`src/rtl/an_res_pkg.sv`:
```
package an_res_pkg;

  localparam int WORD_W   = 16;
  localparam int SEL_W    = 5;
  localparam int TECH_LO  = 5;
  localparam int TECH_N   = 5;
  localparam int CODE_W   = $clog2(TECH_N + 1);
  localparam logic [SEL_W-1:0] SEL_8023 = 5'b00001;

  // Slot s is ability bit TECH_LO+s:
  // slot 0 = 10 half, 1 = 10 full, 2 = 100 two-pair half, 3 = 100 two-pair full, 4 = 100 four-pair.

  // Slot occupying rank r (rank 0 = best).
  function automatic int slot_at_rank(input int r);
    case (r)
      0:       return 3;
      1:       return 4;
      2:       return 2;
      3:       return 1;
      default: return 0;
    endcase
  endfunction

  // Numeric code of a slot (higher = better, 0 reserved for none).
  function automatic int code_of_slot(input int s);
    for (int r = 0; r < TECH_N; r++) begin
      if (slot_at_rank(r) == s) return TECH_N - r;
    end
    return 0;
  endfunction

  function automatic logic slot_is_100(input int s);
    return (s >= 2);
  endfunction

  function automatic logic slot_is_full(input int s);
    return (s == 1) || (s == 3);
  endfunction

endpackage

```
`src/rtl/an_common_set.sv`:
```
module an_common_set
  import an_res_pkg::*;
#(
  parameter int W     = WORD_W,
  parameter int SW    = SEL_W,
  parameter int LO    = TECH_LO,
  parameter int N     = TECH_N
) (
  input  logic [W-1:0] local_word,
  input  logic [W-1:0] partner_word,
  output logic [N-1:0] shared,
  output logic         sel_ok
);
  localparam int HI = LO + N - 1;

  logic local_sel_ok;
  logic partner_sel_ok;

  assign local_sel_ok   = (local_word[SW-1:0]   == SEL_8023);
  assign partner_sel_ok = (partner_word[SW-1:0] == SEL_8023);
  assign sel_ok         = local_sel_ok & partner_sel_ok;

  for (genvar s = 0; s < N; s++) begin : g_and
    assign shared[s] = local_word[LO+s] & partner_word[LO+s];
  end

  logic unused_hi;
  assign unused_hi = ^{local_word[W-1:HI+1], partner_word[W-1:HI+1]};

endmodule

```
`src/rtl/an_prio_pick.sv`:
```
module an_prio_pick
  import an_res_pkg::*;
#(
  parameter int N = TECH_N
) (
  input  logic [N-1:0] shared,
  input  logic         enable,
  output logic [N-1:0] pick,
  output logic         none
);
  logic [N:0]   taken;
  logic [N-1:0] win_by_rank;

  assign taken[0] = 1'b0;

  for (genvar r = 0; r < N; r++) begin : g_rank
    localparam int SLOT = slot_at_rank(r);
    logic hit;
    assign hit            = enable & shared[SLOT];
    assign win_by_rank[r] = hit & ~taken[r];
    assign taken[r+1]     = taken[r] | hit;
    assign pick[SLOT]     = win_by_rank[r];
  end

  assign none = ~taken[N];

endmodule

```
`src/rtl/an_mode_encode.sv`:
```
module an_mode_encode
  import an_res_pkg::*;
#(
  parameter int N  = TECH_N,
  parameter int CW = CODE_W
) (
  input  logic [N-1:0]  onehot,
  output logic [CW-1:0] code,
  output logic          is_100,
  output logic          is_full
);
  always_comb begin
    code    = '0;
    is_100  = 1'b0;
    is_full = 1'b0;
    for (int s = 0; s < N; s++) begin
      if (onehot[s]) begin
        code    = CW'(code_of_slot(s));
        is_100  = slot_is_100(s);
        is_full = slot_is_full(s);
      end
    end
  end
endmodule

```
`src/rtl/an_resolver.sv`:
```
module an_resolver
  import an_res_pkg::*;
#(
  parameter int W  = WORD_W,
  parameter int N  = TECH_N,
  parameter int CW = CODE_W
) (
  input  logic          clk,
  input  logic          rst_n,
  input  logic          an_done,
  input  logic [W-1:0]  local_adv,
  input  logic [W-1:0]  partner_abl,
  output logic [N-1:0]  mode_onehot,
  output logic [CW-1:0] mode_code,
  output logic          speed_100,
  output logic          full_duplex,
  output logic          no_common
);
  logic [N-1:0] shared_set;
  logic         sel_ok;
  logic [N-1:0] pick_now;
  logic         none_now;

  an_common_set #(.W(W), .N(N)) u_set (
    .local_word  (local_adv),
    .partner_word(partner_abl),
    .shared      (shared_set),
    .sel_ok      (sel_ok)
  );

  an_prio_pick #(.N(N)) u_pick (
    .shared(shared_set),
    .enable(sel_ok),
    .pick  (pick_now),
    .none  (none_now)
  );

  logic [N-1:0] onehot_q;
  logic         none_q;

  always_ff @(posedge clk or negedge rst_n) begin
    if (!rst_n) begin
      onehot_q <= '0;
      none_q   <= 1'b0;
    end else if (an_done) begin
      onehot_q <= pick_now;
      none_q   <= none_now;
    end
  end

  an_mode_encode #(.N(N), .CW(CW)) u_enc (
    .onehot (onehot_q),
    .code   (mode_code),
    .is_100 (speed_100),
    .is_full(full_duplex)
  );

  assign mode_onehot = onehot_q;
  assign no_common   = none_q;

endmodule

```
`config.mk`:
```
export PLATFORM = sky130hd
export DESIGN_NAME = an_resolver
export DESIGN_NICKNAME = d
export VERILOG_FILES = /design/src/rtl/an_res_pkg.sv /design/src/rtl/an_common_set.sv /design/src/rtl/an_prio_pick.sv /design/src/rtl/an_mode_encode.sv /design/src/rtl/an_resolver.sv
export SDC_FILE = /design/constraint.sdc
export NUM_CORES = 1
export LEC_CHECK = 0
export BUFFER_PORTS_ARGS = -buffer_cell sky130_fd_sc_hd__buf_2
export CAP_MARGIN = 20
export CORE_AREA = 8 8 45 47
export DETAILED_ROUTE_END_ITERATION = 12
export DIE_AREA = 0 0 53 55
export GPL_ROUTABILITY_DRIVEN = 0
export HOLD_SLACK_MARGIN = 0.05
export PLACE_DENSITY = 0.86
export SYNTH_ARGS = -nofsm -noshare
export SYNTH_HDL_FRONTEND = slang
export SYNTH_HIERARCHICAL = 1
export SYNTH_SLANG_ARGS = --single-unit
```
`constraint.sdc`:
```
create_clock -name clk -period 2.5 [get_ports clk]
set_input_delay 0.25 -clock clk [delete_from_list [all_inputs] [get_ports clk]]
set_output_delay 0.25 -clock clk [all_outputs]
set_load 0.1 [all_outputs]
```
==> run summary <==
The later pin in the worst-skew pair is clocked with a latency of about 0.24 ns. The number of vias after detailed routing came out at ~410. The number of nets in the finished design is 113.

The first global-routing pass estimated 1.57 mm of wire. The total count of max-transition violations in the final report came to 0. The total wire length is ~1 mm. Relative to the synthesized area, the layout overhead comes to 48.4%. The share of the yosys chip area belonging to registers is a little over a third. The per-instance average area after synthesis came out at ~11 µm². STA classifies the critical path startpoint as a register. The hold violation total from the final report is 0.

The endpoint arrival time on the critical path came out at around 1.5 ns. The number of antenna violations at the first check in global routing is 0. In the synthesized netlist the dominant register cell turns out to be sky130_fd_sc_hd__dfrtp_1. The average wire length per cell after detail routing is between 10 and 15 µm. The area inside the core boundary came out at about 0.0014 mm². The synthesized design contains 0 enable-type register cells. The total power per unit cell area is between 300 and 400 mW/mm². Along the worst path, the maximum fanout reaches 6. Setup repair after global routing left no endpoint under its margin. The highest clock rate came out at about 0.59 GHz. The count of buffers from port buffering came out at 33. The net count after synthesis came out at 76. The final HPWL from detailed placement is just over 900 µm.

The number of storage elements in the synthesis netlist is 6. The hold slack is 0.369 ns. The post-route fraction of the period consumed by the critical path is about two thirds.

The share of flip-flops with an asynchronous set or reset after synthesis came out at 100%. The final antenna diode count came out at 0. The via count of the first global-routing pass is 432. The number of maximum-capacitance violations is 0. The post-synthesis instance area is between 400 and 500 µm². The path class of the tightest hold or removal check is input port to asynchronous set/reset pin. From bottom edge to top edge, the die measures approximately 55 µm. The clock period minus worst slack is approximately 1.7 ns. Setup violations remaining at the end of the flow were counted as 0. The post-route clock skew is 0 ns. CTS built an H-tree with a depth of 1. For this run the aggregate overflow at the end of global routing stands at 0. CTS placed an instance of sky130_fd_sc_hd__clkbuf_4 at the clock tree root. Once the floorplan was initialized, standard cells occupied approximately 31% of the core. The tightest slew margin relative to the limit came out at 67.6%. For this run, design rule violations remaining after detail routing come to 0. The overall power came out at roughly 0.00021 W. The commonest non-fill, non-tap cell in the layout is sky130_fd_sc_hd__buf_2. The worst-case vdd ir drop came out at roughly 0.11 mV.

The floorplan has 14 rows. The width of the die came out at about 53 µm. The actual transition at the worst max-transition pin came out at just under 0.5 ns. The netlist uses 20 different library cells. The area enclosed by the die boundary came out at about 0.003 mm². The clock tree from TritonCTS is built.

The combined global-route utilization of all metal layers came out at roughly 7.5%. The synthesis warning total is 6. CTS saw 6 sinks. The number of nets with antenna violations after detailed routing came out at 0. The worst path setup slack after routing is about 0.8 ns. STA classifies the critical path endpoint as an output pin. The count of routing violations after the opening detailed-route iteration came out at 2. The largest net degree at the start of global routing is 7. Cells with a size suffix above 1 make up about 63% of the layout. The final-layout setup total negative slack is 0 ns. After clock tree synthesis, the clock-pin slew on the worst setup and hold paths is around 0.04 ns.

The detail-routed via count per cell is roughly 4.4. Timing analysis after detailed placement gives a worst setup slack of 1.03 ns. The cell count after synthesis came out at between 40 and 50.

The critical path is of the register to output pin type. The leakage power is about 0.37 nW. The data required time at the worst endpoint is between 2 and 2.5 ns. The number of placed I/O pins is 46. The first detailed-routing pass took 2 iterations.

In the layout the commonest cells are 33 x sky130_fd_sc_hd__buf_2, 6 x sky130_fd_sc_hd__mux2_4, 6 x sky130_fd_sc_hd__dfrtp_1, 6 x sky130_fd_sc_hd__and2_1. The run finished with clean final reports. The number of buffers inserted during clock tree synthesis is 3. In this run the post-CTS setup repair buffer count came out at 0. Counting along the longest clock path gives a buffer depth of 2.
-- area by class of cell --
| class | count | area (µm²) |
|---|---|---|
| multi-input combinational | 32 | 269 |
| tap | 16 | 20.0 |
| inverter | 1 | 3.75 |
| timing repair buffer | 34 | 175 |
| clock buffer | 3 | 22.5 |
| sequential | 6 | 150 |
| fill | 141 | 743 |
-- path summary, 6_finish.rpt --
check                      slack (ns)                          to                        from  cells after the start
setup / recovery                 0.79                mode_code[1]  mode_onehot[4]$_DFFE_PN0P_                      3
hold / removal                   0.37  mode_onehot[3]$_DFFE_PN0P_                       rst_n                      2
setup reg to reg                 1.67  mode_onehot[4]$_DFFE_PN0P_  mode_onehot[4]$_DFFE_PN0P_                      1
hold reg to reg                  0.52       no_common$_DFFE_PN0P_       no_common$_DFFE_PN0P_                      1
max in group asynchronous        2.00  mode_onehot[0]$_DFFE_PN0P_                       rst_n                      2
min in group clk                 0.41  mode_onehot[4]$_DFFE_PN0P_                     an_done                      2
-- metal layers --
metal | global-route usage, % | vias to the layer above | wire length, µm | share of wire [%]
met3 | 4.55 | 4 | 187 | 19
li1 | - | 214 | - | -
met1 | 7.89 | 158 | 442 | 44
met5 | 0 | - | 0 | 0
met2 | 10.4 | 33 | 347 | 35
met4 | 6.47 | 0 | 25 | 2.5
-- registers in the layout, indices dropped and copies added, names as in the netlist --
name,count
no_common,1
mode_onehot,5
-- synth_stat cells (2+ instances only) --
cell type                  count  area share, %
sky130_fd_sc_hd__nor2_1        4            3.5
sky130_fd_sc_hd__dfrtp_1       6             35
sky130_fd_sc_hd__and2_1        6            8.7
sky130_fd_sc_hd__a21oi_1       2            2.3
sky130_fd_sc_hd__nand2b_1      2            2.9
sky130_fd_sc_hd__and4b_1       2            4.6
sky130_fd_sc_hd__mux2_4        6             21
-- cells by family (layout without fill, tap and decap cells) --
family	Yosys count	after routing	share of synthesized area, %
DFF	6	6	34.8
and+or+nand+nor	23	23	35.7
AOI/OAI and AO/OA	3	3	3.48
muxes	6	6	20.9
buffers and inverters	3	38	5.22
-- worst max-delay path, stage by stage (launching register included) --
cell                      delay [ns]
sky130_fd_sc_hd__dfrtp_1        0.43
sky130_fd_sc_hd__or2_4          0.28
sky130_fd_sc_hd__nor2_2         0.09
sky130_fd_sc_hd__buf_2          0.42
-- through the flow --
stage | instances | cell area (µm²) | utilization, %
floorplan | 41 | 442 | -
global placement | 88 | 608 | 43.9
detailed placement | 88 | 608 | 43.9
CTS | 92 | 641 | 46.3
global route | 92 | 641 | 46.3
finish | 92 | 641 | 46.3
-- what timing repair did --
action | CTS | global route
resized for setup | 0 | 0
hold endpoints to repair | 6 | 0
hold buffers | 1 | 0
-- power breakdown --
group / internal (W) / switching [W]
combinational: 0.0000188 / 0.0000111
clock: 0.0000540 / 0.0000305
sequential: 0.0000976 / 0.0000000351
(Power assumes the default switching activity.)
